$ cat src/rtl/twc_pkg.sv
package twc_pkg;
    localparam int BYTE_W = 8;
    localparam int PIN_W  = 2;
    localparam int ID_W   = BYTE_W - PIN_W;
    localparam int CNT_W  = $clog2(BYTE_W + 1);
    localparam int TXC_W  = $clog2(BYTE_W);

    typedef enum logic [3:0] {
        ST_IDLE,
        ST_ADDR,
        ST_ADDR_ACK,
        ST_CMD,
        ST_CMD_ACK,
        ST_DATA,
        ST_DATA_ACK,
        ST_TX_LOAD,
        ST_TX,
        ST_TX_ACK,
        ST_WAIT
    } twc_state_e;
endpackage

$ cat src/rtl/twc_sync.sv
module twc_sync #(
    parameter int STAGES = 2
) (
    input  logic clk,
    input  logic rst_n,
    input  logic d,
    output logic q
);
    // bus lines idle high, so the chain resets to 1
    logic [STAGES-1:0] chain;

    always_ff @(posedge clk or negedge rst_n) begin
        if (!rst_n) begin
            chain <= '1;
        end else begin
            chain <= {chain[STAGES-2:0], d};
        end
    end

    assign q = chain[STAGES-1];
endmodule

$ cat src/rtl/twc_cond.sv
module twc_cond (
    input  logic clk,
    input  logic rst_n,
    input  logic scl_s,
    input  logic sda_s,
    output logic scl_rise,
    output logic scl_fall,
    output logic start_evt,
    output logic stop_evt
);
    logic scl_q;
    logic sda_q;

    always_ff @(posedge clk or negedge rst_n) begin
        if (!rst_n) begin
            scl_q <= 1'b1;
            sda_q <= 1'b1;
        end else begin
            scl_q <= scl_s;
            sda_q <= sda_s;
        end
    end

    assign scl_rise  = scl_s & ~scl_q;
    assign scl_fall  = ~scl_s & scl_q;
    // data moving while the clock stays high marks a frame boundary
    assign start_evt = scl_s & scl_q & sda_q & ~sda_s;
    assign stop_evt  = scl_s & scl_q & ~sda_q & sda_s;
endmodule

$ cat src/rtl/twc_rx_shift.sv
module twc_rx_shift #(
    parameter int W  = 8,
    parameter int CW = $clog2(W + 1)
) (
    input  logic          clk,
    input  logic          rst_n,
    input  logic          clr,
    input  logic          shift_en,
    input  logic          bit_i,
    output logic [W-1:0]  byte_o,
    output logic [CW-1:0] cnt_o,
    output logic          full_o
);
    localparam logic [CW-1:0] FULL_CNT = CW'(W);

    always_ff @(posedge clk or negedge rst_n) begin
        if (!rst_n) begin
            byte_o <= '0;
            cnt_o  <= '0;
        end else if (clr) begin
            cnt_o  <= '0;
        end else if (shift_en && (cnt_o != FULL_CNT)) begin
            byte_o <= {byte_o[W-2:0], bit_i};
            cnt_o  <= cnt_o + 1'b1;
        end
    end

    assign full_o = (cnt_o == FULL_CNT);
endmodule

$ cat src/rtl/twc_slave.sv
module twc_slave
    import twc_pkg::*;
#(
    parameter logic [ID_W-1:0] DEV_ID      = 6'b010110,
    parameter int              SYNC_STAGES = 2,
    parameter int              RD_BIT      = 7
) (
    input  logic              clk,
    input  logic              rst_n,
    input  logic              scl_i,
    input  logic              sda_i,
    input  logic [PIN_W-1:0]  addr_pins,
    output logic              sda_oe,
    input  logic [BYTE_W-1:0] rd_data,
    output logic              cmd_valid,
    output logic [BYTE_W-1:0] cmd_byte,
    output logic [BYTE_W-1:0] data_byte,
    output logic              has_data
);
    localparam logic [TXC_W-1:0] TX_LAST = TXC_W'(BYTE_W - 1);
    localparam logic [CNT_W-1:0] CMD_ONLY_LIM = CNT_W'(2);

    // ---------------- line synchronizers ----------------
    logic [1:0] raw_lines;
    logic [1:0] sync_lines;
    assign raw_lines = {scl_i, sda_i};

    for (genvar g = 0; g < 2; g++) begin : g_sync
        twc_sync #(.STAGES(SYNC_STAGES)) u_sync (
            .clk   (clk),
            .rst_n (rst_n),
            .d     (raw_lines[g]),
            .q     (sync_lines[g])
        );
    end

    logic scl_s, sda_s;
    assign scl_s = sync_lines[1];
    assign sda_s = sync_lines[0];

    // ---------------- bus condition detection ----------------
    logic scl_rise, scl_fall, start_evt, stop_evt;

    twc_cond u_cond (
        .clk       (clk),
        .rst_n     (rst_n),
        .scl_s     (scl_s),
        .sda_s     (sda_s),
        .scl_rise  (scl_rise),
        .scl_fall  (scl_fall),
        .start_evt (start_evt),
        .stop_evt  (stop_evt)
    );

    // ---------------- receive shifter ----------------
    twc_state_e        state, state_nxt;
    logic              rx_clr, rx_shift, rx_full;
    logic [BYTE_W-1:0] rx_byte;
    logic [CNT_W-1:0]  rx_cnt;
    logic              receiving, in_ack;

    assign receiving = (state == ST_ADDR) || (state == ST_CMD) || (state == ST_DATA);
    assign in_ack    = (state == ST_ADDR_ACK) || (state == ST_CMD_ACK);
    assign rx_clr    = start_evt || (scl_fall && in_ack);
    assign rx_shift  = scl_rise && receiving;

    twc_rx_shift #(.W(BYTE_W), .CW(CNT_W)) u_rx (
        .clk      (clk),
        .rst_n    (rst_n),
        .clr      (rx_clr),
        .shift_en (rx_shift),
        .bit_i    (sda_s),
        .byte_o   (rx_byte),
        .cnt_o    (rx_cnt),
        .full_o   (rx_full)
    );

    logic addr_ok;
    assign addr_ok = (rx_byte == {DEV_ID, addr_pins});

    // ---------------- command and transmit holding ----------------
    logic [BYTE_W-1:0] cmd_q;
    logic [BYTE_W-1:0] tx_q;
    logic [TXC_W-1:0]  tx_cnt;

    always_ff @(posedge clk or negedge rst_n) begin
        if (!rst_n) begin
            cmd_q  <= '0;
            tx_q   <= '1;
            tx_cnt <= '0;
        end else begin
            if ((state == ST_CMD) && scl_fall && rx_full) begin
                cmd_q <= rx_byte;
            end
            if (state == ST_TX_LOAD) begin
                tx_q   <= rd_data;
                tx_cnt <= '0;
            end else if ((state == ST_TX) && scl_fall) begin
                tx_q   <= {tx_q[BYTE_W-2:0], 1'b1};
                tx_cnt <= tx_cnt + 1'b1;
            end
        end
    end

    // ---------------- state register ----------------
    always_ff @(posedge clk or negedge rst_n) begin
        if (!rst_n) begin
            state <= ST_IDLE;
        end else begin
            state <= state_nxt;
        end
    end

    // ---------------- next state ----------------
    always_comb begin
        state_nxt = state;
        if (start_evt) begin
            state_nxt = ST_ADDR;
        end else if (stop_evt) begin
            state_nxt = ST_IDLE;
        end else begin
            unique case (state)
                ST_IDLE: state_nxt = ST_IDLE;
                ST_ADDR: begin
                    if (scl_fall && rx_full) begin
                        state_nxt = addr_ok ? ST_ADDR_ACK : ST_WAIT;
                    end
                end
                ST_ADDR_ACK: begin
                    if (scl_fall) state_nxt = ST_CMD;
                end
                ST_CMD: begin
                    if (scl_fall && rx_full) state_nxt = ST_CMD_ACK;
                end
                ST_CMD_ACK: begin
                    if (scl_fall) state_nxt = cmd_q[RD_BIT] ? ST_TX_LOAD : ST_DATA;
                end
                ST_DATA: begin
                    if (scl_fall && rx_full) state_nxt = ST_DATA_ACK;
                end
                ST_DATA_ACK: begin
                    if (scl_fall) state_nxt = ST_WAIT;
                end
                ST_TX_LOAD: state_nxt = ST_TX;
                ST_TX: begin
                    if (scl_fall && (tx_cnt == TX_LAST)) state_nxt = ST_TX_ACK;
                end
                ST_TX_ACK: begin
                    if (scl_fall) state_nxt = ST_WAIT;
                end
                ST_WAIT: state_nxt = ST_WAIT;
                default: state_nxt = ST_IDLE;
            endcase
        end
    end

    // ---------------- outputs ----------------
    always_comb begin
        sda_oe    = 1'b0;
        cmd_valid = 1'b0;
        has_data  = 1'b0;
        cmd_byte  = cmd_q;
        data_byte = '0;
        unique case (state)
            ST_ADDR_ACK: sda_oe = 1'b1;
            ST_CMD_ACK: begin
                sda_oe    = 1'b1;
                cmd_valid = scl_fall && cmd_q[RD_BIT];
            end
            ST_DATA: begin
                cmd_valid = stop_evt && (rx_cnt < CMD_ONLY_LIM);
            end
            ST_DATA_ACK: begin
                sda_oe    = 1'b1;
                has_data  = 1'b1;
                data_byte = rx_byte;
                cmd_valid = scl_fall;
            end
            ST_TX: sda_oe = ~tx_q[BYTE_W-1];
            default: ;
        endcase
    end
endmodule

$ cat config.mk
export PLATFORM = sky130hd
export DESIGN_NAME = twc_slave
export DESIGN_NICKNAME = d
export VERILOG_FILES = /design/src/rtl/twc_pkg.sv /design/src/rtl/twc_sync.sv /design/src/rtl/twc_cond.sv /design/src/rtl/twc_rx_shift.sv /design/src/rtl/twc_slave.sv
export SDC_FILE = /design/constraint.sdc
export NUM_CORES = 1
export LEC_CHECK = 0
export ABC_CLOCK_PERIOD_IN_PS = 2500
export BUFFER_PORTS_ARGS = -buffer_cell sky130_fd_sc_hd__buf_2
export CAP_MARGIN = 20
export CORE_MARGIN = 3
export CORE_UTILIZATION = 38
export CTS_CLUSTER_DIAMETER = 150
export DETAILED_ROUTE_END_ITERATION = 8
export PLACE_DENSITY = 0.6
export SYNTH_ARGS = -nofsm -noshare
export SYNTH_HDL_FRONTEND = slang
export SYNTH_SLANG_ARGS = --single-unit
$ cat constraint.sdc
create_clock -name clk -period 2.5 [get_ports clk]
set_input_delay 0.375 -clock clk [delete_from_list [all_inputs] [get_ports clk]]
set_output_delay 0.375 -clock clk [all_outputs]
set_load 0.02 [all_outputs]
Yosys cells after proc, flatten, opt, wreduce, memory -nomap -nowiden --
Index checks and enable logic that the tools add are counted.
Word-level totals: bits in registers 41, input port bits 14, output and inout bits 19, logic and storage cells 89
Cells by class: add/subtract/negate cells 2, order comparisons 1, equality and inequality tests 21, multiplexer cells 22, bitwise logic cells 13, reduce and logical (&&, ||, !) cells 20
Operators by type and width (count):
- 4-bit 2-to-1 mux | 12
- 4-bit one-hot mux with 9 select lines | 1
- 8-bit 2-to-1 mux | 3
- 4-bit by 3-bit == test with 1-bit output (second input constant) | 4
- 4-bit == test (second input constant) | 4
- 4-bit by 3-bit != test with 1-bit output (second input constant) | 4
- 4-bit != test (second input constant) | 3
- 1-bit logical AND | 10
- 4-bit by 2-bit == test with 1-bit output (second input constant) | 2
- 8-bit by 7-bit == test with 1-bit output | 1
- 1-bit bitwise AND | 7
- 7-bit AND reduction | 1
- 3-bit 2-to-1 mux | 2
- 1-bit NOT | 6
- 4-bit by 1-bit adder with 4-bit output (second input constant) | 1
- 4-bit by 1-bit == test with 1-bit output (second input constant) | 1
- 1-bit logical OR | 4
- 4-bit by 2-bit < comparator with 1-bit output (second input constant) | 1
- 4-bit by 1-bit != test with 1-bit output (second input constant) | 1
- 2-bit nonzero test | 2
- 3-bit by 1-bit adder with 3-bit output (second input constant) | 1
- 3-bit == test (second input constant) | 1
- 1-bit one-hot mux with 3 select lines | 1
- 3-bit OR reduction | 1
- other kinds (5) | 5

Logic depth before layout (Yosys ltp) --
Gate-level depths: netlist of run 1.
depth after elaboration 7, depth in mapped cells 7, depth with buffers taken out 7

Hierarchy --
From an unflattened synthesis of run 1, not the netlist that was laid out.
Unflattened totals: cell total of the unflattened synthesis 198, area, all modules 2214.6 µm²
Modules (own cells, without submodules):
- twc_slave | instances 1, cells an instance 147, area an instance 1471.4 µm², seq. area each 585.6 µm²
- twc_rx_shift | instances 1, cells an instance 41, area an instance 553.0 µm², seq. area each 300.3 µm²
- twc_sync | instances 2, cells an instance 2, area an instance 52.6 µm², seq. area each 52.6 µm²
- twc_cond | instances 1, cells an instance 6, area an instance 85.1 µm², seq. area each 52.6 µm²

Worst setup path after synthesis of run 1 --
OpenSTA, ideal clock, no wires.
path kind reg2out, from reg state[3], to out sda_oe, arrival 1.633 ns, required time 2.125 ns, setup slack 0.492 ns, cell stages (with the launch flop) 4, buffers on the path 1, cells stage by stage dfrtp_1 clkbuf_1 or4b_2 a21oi_1
Between the ends: word-level cells in the longest chain between the ends 3, elaborated cells on any way between the ends 6, classes of those cells eq/ne (4); mux (1); reduce/logical (1)
RTL lines:
- start: declaration | RTL line twc_slave.sv:56 | twc_state_e state, state_nxt;
- start signal: assignment | RTL line twc_slave.sv:110 | state <= state_nxt;
- 4-bit by 2-bit == test with 1-bit output or 4-bit by 3-bit == test with 1-bit output (tied branches) | RTL line twc_slave.sv:164 | unique case (state)
- 3-bit OR reduction (no line)
- 1-bit one-hot mux with 2 select lines * | RTL line twc_slave.sv:164
- end: declaration | RTL line twc_slave.sv:13 | output logic sda_oe,
Mark *: on every way between the ends. The rest lies on a longest branch, timed or not.

Worst setup path after layout of run 1 --
Same ends and word-level chain as after synthesis.

==> results of run 1 <==
-- layout by cell type (no fill, tap or decap), types with 2 or more instances in the layout --
cell	n
mux2_2	16
and2_1	9
nor4b_1	2
nor2_1	14
clkinv_2	2
nand3_1	4
xor2_1	4
o21a_1	2
inv_1	5
dfrtp_1	27
buf_2	32
xnor2_1	3
nor3_1	2
a21o_1	2
nor2b_1	4
mux2i_1	12
clkbuf_8	5
a32oi_1	2
o21ai_0	8
o21ai_1	6
buf_4	3
dfstp_2	14
nand2b_1	2
nand2_1	15
ha_1	4
nand3b_1	3
nor4_1	2
a21oi_1	5
-- critical path: cells and delay by family (launching register included) --
kind            cells  cell delay, ns
simple gates        1            0.62
compound gates      1            0.13
flops               1            0.65
buf+inv             1            0.19
-- how the worst min path moves through the flow --
| stage | from | endpoint | slack (ns) |
|---|---|---|---|
| final | scl_i | g_sync[1].u_sync.chain[0] | 0.19 |
| after global routing | scl_i | g_sync[1].u_sync.chain[0] | 0.17 |
| after CTS | scl_i | g_sync[1].u_sync.chain[0] | 0.17 |
| after detailed placement | g_sync[1].u_sync.chain[0] | g_sync[1].u_sync.chain[1] | 0.35 |
| after global placement | g_sync[1].u_sync.chain[0] | g_sync[1].u_sync.chain[1] | 0.35 |
| after floorplan | rst_n | cmd_byte[0] | 0.08 |
-- power by group --
group	total (µW)	internal (µW)	leakage, µW	switching [µW]
sequential	976	812	0.000514	164
combinational	469	249	0.000609	219
clock	403	193	0.0000450	210
total	1850	1250	0.00117	594
-- metrics by stage --
stage                     worst slack (ns)    util
after CTS                           0.1882  0.4572
after global routing                0.1142  0.4577
after global placement              0.4286  0.4413
after floorplan                     0.4919       -
final                               0.2550  0.4577
after detailed placement            0.4172  0.4413
-- sequential cells by signal, indices dropped and copies added (netlist names) --
name / flops
u_cond.scl_q: 1
cmd_byte: 8
u_cond.sda_q: 1
u_rx.cnt_o: 4
u_rx.byte_o: 8
tx_q: 8
g_sync.u_sync.chain: 4
tx_cnt: 3
state: 4
-- per-layer routing --
layer / GRT usage / part of all wire
met3: 0.03475 / 0.038
met5: 0 / 0
met2: 0.1970 / 0.47
met1: 0.1926 / 0.48
met4: 0.05743 / 0.019
-- cell type report --
| class | count | area (µm²) |
|---|---|---|
| fill | 522 | 2823 |
| sequential | 41 | 1044 |
| multi-input combinational | 136 | 967.2 |
| timing repair buffer | 35 | 182.7 |
| tap | 70 | 87.58 |
| clock buffer | 6 | 72.57 |
| inverter | 5 | 18.77 |
| clock inverter | 2 | 10.01 |
-- cells by family after synthesis --
logic type	Yosys count	share of synthesized area
flip-flops	41	0.4994
XOR/XNOR	7	0.02934
adder cells (fa/ha/maj)	4	0.02395
multiplexers	28	0.1437
AND/OR/NAND/NOR	67	0.1749
buffers and inverters	17	0.03892
AO/OA/AOI/OAI	30	0.08982
==> flow_summary.json, run 1 <==
{
  "status": "completed",
  "maxSlewViolCount": 0,
  "numCtsBuffers": 5,
  "vias_per_cell": 5.078,
  "ir_worst_vdd_uv": 359.9,
  "avgSynthCellArea_um2": 10.77,
  "synth_seq_cells": 41,
  "cts.sinks": 41,
  "grt_max_degree": 42,
  "synth.distinct_cells": 41,
  "fin_setup_tns_ns": 0,
  "synth_common_cells": "27 x dfrtp_1, 16 x mux2_2, 15 x nand2_1, 15 x nor2_1, 14 x dfstp_2",
  "cp-end-kind": "primary output",
  "crit_fanout": 16,
  "whs_ns": 0.1866,
  "fmax_ghz": 0.4454,
  "yosys_warnings": 0,
  "place_area_um2": 2297,
  "drt_iter0_drc": 103,
  "fin_skew_ns": 0.01049,
  "relSlewSlack": 0.4209,
  "ios": 33,
  "dieArea_um2": 6425,
  "io_buffer_count": 32,
  "yosysTopAreaCell": "dfrtp_1",
  "syn2layout_area_growth_pct": 14.01,
  "start_util": 0.4014,
  "dp_hpwl_mm": 2.787,
  "syn_nets": 212,
  "grt.overflow.total": 0,
  "max_stage_delay_ns": 0.65,
  "drc": 0,
  "crit_chain": "or4b_2, a21oi_1, buf_2",
  "die_height_um": 80.16,
  "worst_pin_slew_ns": 0.8686,
  "wl_mm": 3.994,
  "synth_most_common_cell": "dfrtp_1",
  "grt_use_total": 0.1363,
  "clkSlewWorstSetupHoldPaths_ns": 0.07,
  "rr_worst_depth": 4,
  "total_power_uw": 1848,
  "pwr_density_cell_nw_per_um2": 775.8,
  "yosysTopAreaCellShare": 0.3234,
  "routed-via-count": 1498,
  "instances_no_fill": 295,
  "critPathLaunch": "state[3]",
  "dr.pass1.iters": 5,
  "grt_pass1_vias": 1374,
  "place_congestion": 0.7736,
  "period_share": 0.8980,
  "syn_area_um2": 2090,
  "cts-htree-levels": 2,
  "hp-class": "in2reg",
  "diodes": 0,
  "r2r-end": "tx_q[1]",
  "ant_nets": 0,
  "coreArea_um2": 5205,
  "std_cell_rows": 26,
  "cts_tree": "yes",
  "detail_route.wl_per_cell_um": 13.54,
  "root_buffer": "clkbuf_8",
  "regToRegSetupSlack_ns": 0.38,
  "crit_path_end": "sda_oe",
  "crit_required_ns": 2.12,
  "antenna_found_initial": 0,
  "clockBufferDepth": 2,
  "cp_slowest_cell": "dfrtp_1",
  "ys.flop_type": "dfrtp_1",
  "crit_type": "reg2out",
  "die_x_um": 80.16,
  "r2r-start": "state[0]",
  "cp.arrival_ns": 1.87,
  "synthTopCellsByArea": "dfrtp_1 32%, dfstp_2 18%, mux2_2 8.6%",
  "finalCriticalPeriod_ns": 2.245,
  "p_leak_uw": 0.001167,
  "rsz0062_at_grt": "no",
  "clock_latency_ns": 0.29,
  "cts_resized": 0,
  "async_flop_share": 1.000,
  "netlist_instances": 194,
  "layout-drive-gt1-share": 0.3467,
  "hold_depth": 1,
  "synth_edf_count": 0,
  "cts_hold_buf": 0,
  "worst_setup_path_start_kind": "register",
  "drv_cap": 0,
  "nets": 242,
  "yosysSeqAreaShare": 0.4994,
  "grt_pass1_wl_mm": 6.768,
  "post_cts_buffers": 0,
  "hold_viol_final": 0,
  "dp_cells": 287,
  "stdcell_area_um2": 2382,
  "setup_viol": 0
}
Power figures use the tool's default switching activity.
==> run 2: changes to the inputs <==
--- a/config.mk
+++ b/config.mk
@@ -9,10 +9,10 @@
 export BUFFER_PORTS_ARGS = -buffer_cell sky130_fd_sc_hd__buf_2
 export CAP_MARGIN = 20
 export CORE_MARGIN = 3
-export CORE_UTILIZATION = 38
+export CORE_UTILIZATION = 30
 export CTS_CLUSTER_DIAMETER = 150
 export DETAILED_ROUTE_END_ITERATION = 8
-export PLACE_DENSITY = 0.6
+export PLACE_DENSITY = 0.51
 export SYNTH_ARGS = -nofsm -noshare
 export SYNTH_HDL_FRONTEND = slang
 export SYNTH_SLANG_ARGS = --single-unit
==> flow_summary.json, run 2 (synthesis results as in run 1) <==
{
  "cts_hold_buf": 0,
  "finalCriticalPeriod_ns": 2.337,
  "pwr_density_cell_nw_per_um2": 817.6,
  "critPathTopFamily": "simple AND/OR/NAND/NOR gates",
  "p_leak_uw": 0.001178,
  "grt_max_degree": 42,
  "post_cts_buffers": 0,
  "nFillCells": 676,
  "layout-drive-gt1-share": 0.3467,
  "dp_hpwl_mm": 2.761,
  "dieArea_um2": 8002,
  "crit_type": "reg2out",
  "drt_iter0_drc": 110,
  "cp-end-kind": "primary output",
  "place_congestion": 0.7526,
  "relSlewSlack": 0.4018,
  "cp_slowest_cell": "or4b_2",
  "worst_pin_slew_ns": 0.8973,
  "cts-htree-levels": 2,
  "final_common_cell": "buf_2",
  "coreArea_um2": 6531,
  "cts_resized": 0,
  "multiInputGateArea_um2": 964.7,
  "clkSlewWorstSetupHoldPaths_ns": 0.08,
  "clockBufferDepth": 2,
  "max_stage_delay_ns": 0.74,
  "ios": 33,
  "io_buffer_count": 32,
  "numCtsBuffers": 5,
  "hp-class": "in2reg",
  "final_util": 0.3711,
  "drc": 0,
  "wl_mm": 4.066,
  "diodes": 0,
  "die_x_um": 89.46,
  "die_height_um": 89.46,
  "antenna_found_initial": 0,
  "cp.arrival_ns": 1.96,
  "dp_cells": 294,
  "whs_ns": 0.1864,
  "start_util": 0.3199,
  "drv_cap": 0,
  "maxSlewViolCount": 0,
  "grt_use_total": 0.1119,
  "instances_no_fill": 302,
  "routed-via-count": 1484,
  "detail_route.wl_per_cell_um": 13.46,
  "fmax_ghz": 0.4279,
  "layout_common_cells": "32 x buf_2, 26 x dfrtp_1, 16 x mux2_2, 15 x nand2_1, 15 x nor2_1",
  "total_power_uw": 1982,
  "rsz0062_at_grt": "no",
  "worst_setup_path_start_kind": "register",
  "setup_viol": 0,
  "crit_fanout": 20,
  "fin_setup_tns_ns": 0,
  "crit_chain": "or4b_2, a21oi_1, buf_2",
  "layout.area.seq_um2": 1045,
  "cts.sinks": 41,
  "status": "completed",
  "vias_per_cell": 4.914,
  "dr.pass1.iters": 5,
  "ir_worst_vdd_uv": 323.8,
  "grt_pass1_vias": 1434,
  "period_share": 0.9348,
  "fin_skew_ns": 0.009503,
  "grt_pass1_wl_mm": 6.920,
  "grt.overflow.total": 0,
  "std_cell_rows": 29,
  "syn2layout_area_growth_pct": 15.99,
  "cts_tree": "yes",
  "root_buffer": "clkbuf_8",
  "crit_required_ns": 2.12,
  "ant_nets": 0,
  "clock_latency_ns": 0.29,
  "crit_buf_inv": 1,
  "nets": 242,
  "hold_viol_final": 0
}
[run 2: cell count changes in the layout (fill, tap and decap cells not counted), sizes merged]
cell	change
bufinv	+1
clkinv	-2
clkbuf	+1
[run 2: stage by stage]
stage | instance area [µm²] | setup WS [ns]
final | 2424 | 0.1630
after floorplan | 2090 | 0.4919
after CTS | 2422 | 0.1487
after global routing | 2424 | 0.01685
after global placement | 2306 | 0.4601
after detailed placement | 2306 | 0.4092
[run 2: metal layers]
layer / GRT usage / vias up / part of all wire / routed length, µm
met3: 0.02581 / 6 / 0.038 / 153
met2: 0.1708 / 28 / 0.47 / 1914
met5: 0 / - / 0 / 0
li1: - / 726 / - / -
met1: 0.1549 / 724 / 0.47 / 1931
met4: 0.04060 / 0 / 0.016 / 65
[run 2: path summary, 6_finish.rpt]
check	from	endpoint	slack, ns	depth (start not counted)
max	state[1]	sda_oe	0.16	3
min	scl_i	g_sync[1].u_sync.chain[0]	0.19	1
max reg2reg	state[1]	tx_q[1]	0.39	4
min reg2reg	g_sync[1].u_sync.chain[0]	g_sync[1].u_sync.chain[1]	0.36	0
max in group asynchronous	rst_n	state[2]	1.68	1
min in group asynchronous	rst_n	u_rx.byte_o[0]	0.21	1
[run 2: area by class of cell]
cell class              count  share of cell area
clock buffers               7             0.03562
repair buffers             35             0.07537
flip-flops and latches     41              0.4311
well taps                  77             0.03975
inverters                   5            0.007744
multi-input cells         136              0.3980
clock inverters             1             0.01239
[run 2: power by group]
| group | leakage (µW) | internal (µW) | switching [µW] |
|---|---|---|---|
| clock | 0.0000585 | 326 | 221 |
| combinational | 0.000608 | 247 | 207 |
| sequential | 0.000512 | 812 | 169 |
| total | 0.00118 | 1380 | 597 |
==> run 3: changes to the inputs <==
--- a/config.mk
+++ b/config.mk
@@ -10,6 +10,7 @@
 export CAP_MARGIN = 20
 export CORE_MARGIN = 3
 export CORE_UTILIZATION = 30
+export CTS_BUF_LIST = sky130_fd_sc_hd__clkbuf_4
 export CTS_CLUSTER_DIAMETER = 150
 export DETAILED_ROUTE_END_ITERATION = 8
 export PLACE_DENSITY = 0.51
==> flow_summary.json, run 3 (synthesis results as in run 1) <==
{
  "fmax_ghz": 0.4364,
  "cts.sinks": 41,
  "drt_iter0_drc": 111,
  "critPathLaunch": "state[1]",
  "clockBufferDepth": 2,
  "cp-end-kind": "primary output",
  "routed-via-count": 1479,
  "fin_skew_ns": 0.01560,
  "layout-drive-gt1-share": 0.3600,
  "worstHoldStart": "scl_i",
  "period_share": 0.9166,
  "worst_pin_slew_ns": 0.9008,
  "cp.arrival_ns": 1.92,
  "dieArea_um2": 8002,
  "grt_max_degree": 42,
  "p_leak_uw": 0.001160,
  "numCtsBuffers": 5,
  "clkSlewWorstSetupHoldPaths_ns": 0.12,
  "cts-htree-levels": 2,
  "ant_nets": 0,
  "final_common_cell": "buf_2",
  "layout_common_cells": "32 x buf_2, 24 x dfrtp_1, 16 x mux2_2, 15 x nand2_1, 15 x nor2_1",
  "antenna_found_initial": 0,
  "clock_latency_ns": 0.34,
  "die_x_um": 89.46,
  "setup_viol": 0,
  "crit_chain": "or4b_2, a21oi_1, buf_2",
  "hp-class": "in2reg",
  "status": "completed",
  "grt_pass1_wl_mm": 6.920,
  "worst_setup_path_start_kind": "register",
  "grt_use_total": 0.1123,
  "drv_cap": 0,
  "dr.pass1.iters": 4,
  "wl_mm": 4.018,
  "place_congestion": 0.7526,
  "detail_route.wl_per_cell_um": 13.30,
  "post_cts_buffers": 0,
  "nets": 242,
  "whs_ns": 0.1326,
  "root_buffer": "clkbuf_4",
  "crit_required_ns": 2.12,
  "max_stage_delay_ns": 0.70,
  "ios": 33,
  "maxSlewViolCount": 0,
  "grt_pass1_vias": 1437,
  "pwr_density_cell_nw_per_um2": 779.7,
  "nFillCells": 678,
  "fin_setup_tns_ns": 0,
  "cp_slowest_cell": "or4b_2",
  "relSlewSlack": 0.3995,
  "syn2layout_area_growth_pct": 14.43,
  "total_power_uw": 1864,
  "cts_tree": "yes",
  "ir_worst_vdd_uv": 316.6,
  "vias_per_cell": 4.897,
  "io_buffer_count": 32,
  "hold_viol_final": 0,
  "r2r-start": "state[0]",
  "crit_fanout": 20,
  "grt.overflow.total": 0,
  "dp_hpwl_mm": 2.761,
  "rsz0062_at_grt": "no",
  "coreArea_um2": 6531,
  "start_util": 0.3199,
  "finalCriticalPeriod_ns": 2.292,
  "die_height_um": 89.46,
  "crit_type": "reg2out",
  "drc": 0,
  "diodes": 0,
  "std_cell_rows": 29
}
[run 3: through the flow]
step / util / instance area [µm²] / worst slack (ns) / cells
finish: 0.3661 / 2391 / 0.2085 / 302
CTS: 0.3651 / 2385 / 0.07610 / 302
global route: 0.3661 / 2391 / 0.06671 / 302
detailed placement: 0.3531 / 2306 / 0.4092 / 294
global placement: 0.3531 / 2306 / 0.4601 / 294
floorplan: - / 2090 / 0.4919 / 194
[run 3: final timing paths]
path / to / slack [ns] / depth (start not counted)
max in group asynchronous: state[3] / 1.74 / 1
min reg2reg: g_sync[1].u_sync.chain[1] / 0.36 / 0
max reg2reg: tx_q[1] / 0.40 / 4
max: sda_oe / 0.21 / 3
min in group asynchronous: u_rx.byte_o[0] / 0.15 / 1
min: g_sync[1].u_sync.chain[0] / 0.13 / 1
[run 3: critical path: cells and delay by family (launching register included)]
family,cells,cell delay (ns)
flops,1,0.56
simple gates,1,0.70
buf+inv,1,0.19
compound gates,1,0.13
[run 3: layer usage]
layer	routed length, µm	global-route usage
met5	0	0
met4	59	0.04060
met1	1977	0.1533
met3	111	0.02857
met2	1869	0.1721
[run 3: layout make-up]
| type | instances | area [µm²] | area share |
|---|---|---|---|
| Clock buffer | 6 | 45.04 | 0.01884 |
| Clock inverter | 2 | 33.78 | 0.01413 |
| Inverter | 5 | 18.77 | 0.007849 |
| Multi-Input combinational cell | 136 | 967.2 | 0.4045 |
| Sequential cell | 41 | 1047 | 0.4380 |
| Tap cell | 77 | 96.34 | 0.04029 |
| Timing Repair Buffer | 35 | 182.7 | 0.07640 |
[run 3: repair_timing]
item,in CTS,in global routing
hold buffers,0,0
endpoints found under the setup margin,0,9
resized for setup,0,4
[run 3: power by group]
part | leakage (µW) | total [µW] | switching [µW] | internal, µW
clock | 0.0000433 | 427 | 208 | 219
sequential | 0.000509 | 984 | 170 | 814
combinational | 0.000608 | 453 | 206 | 247
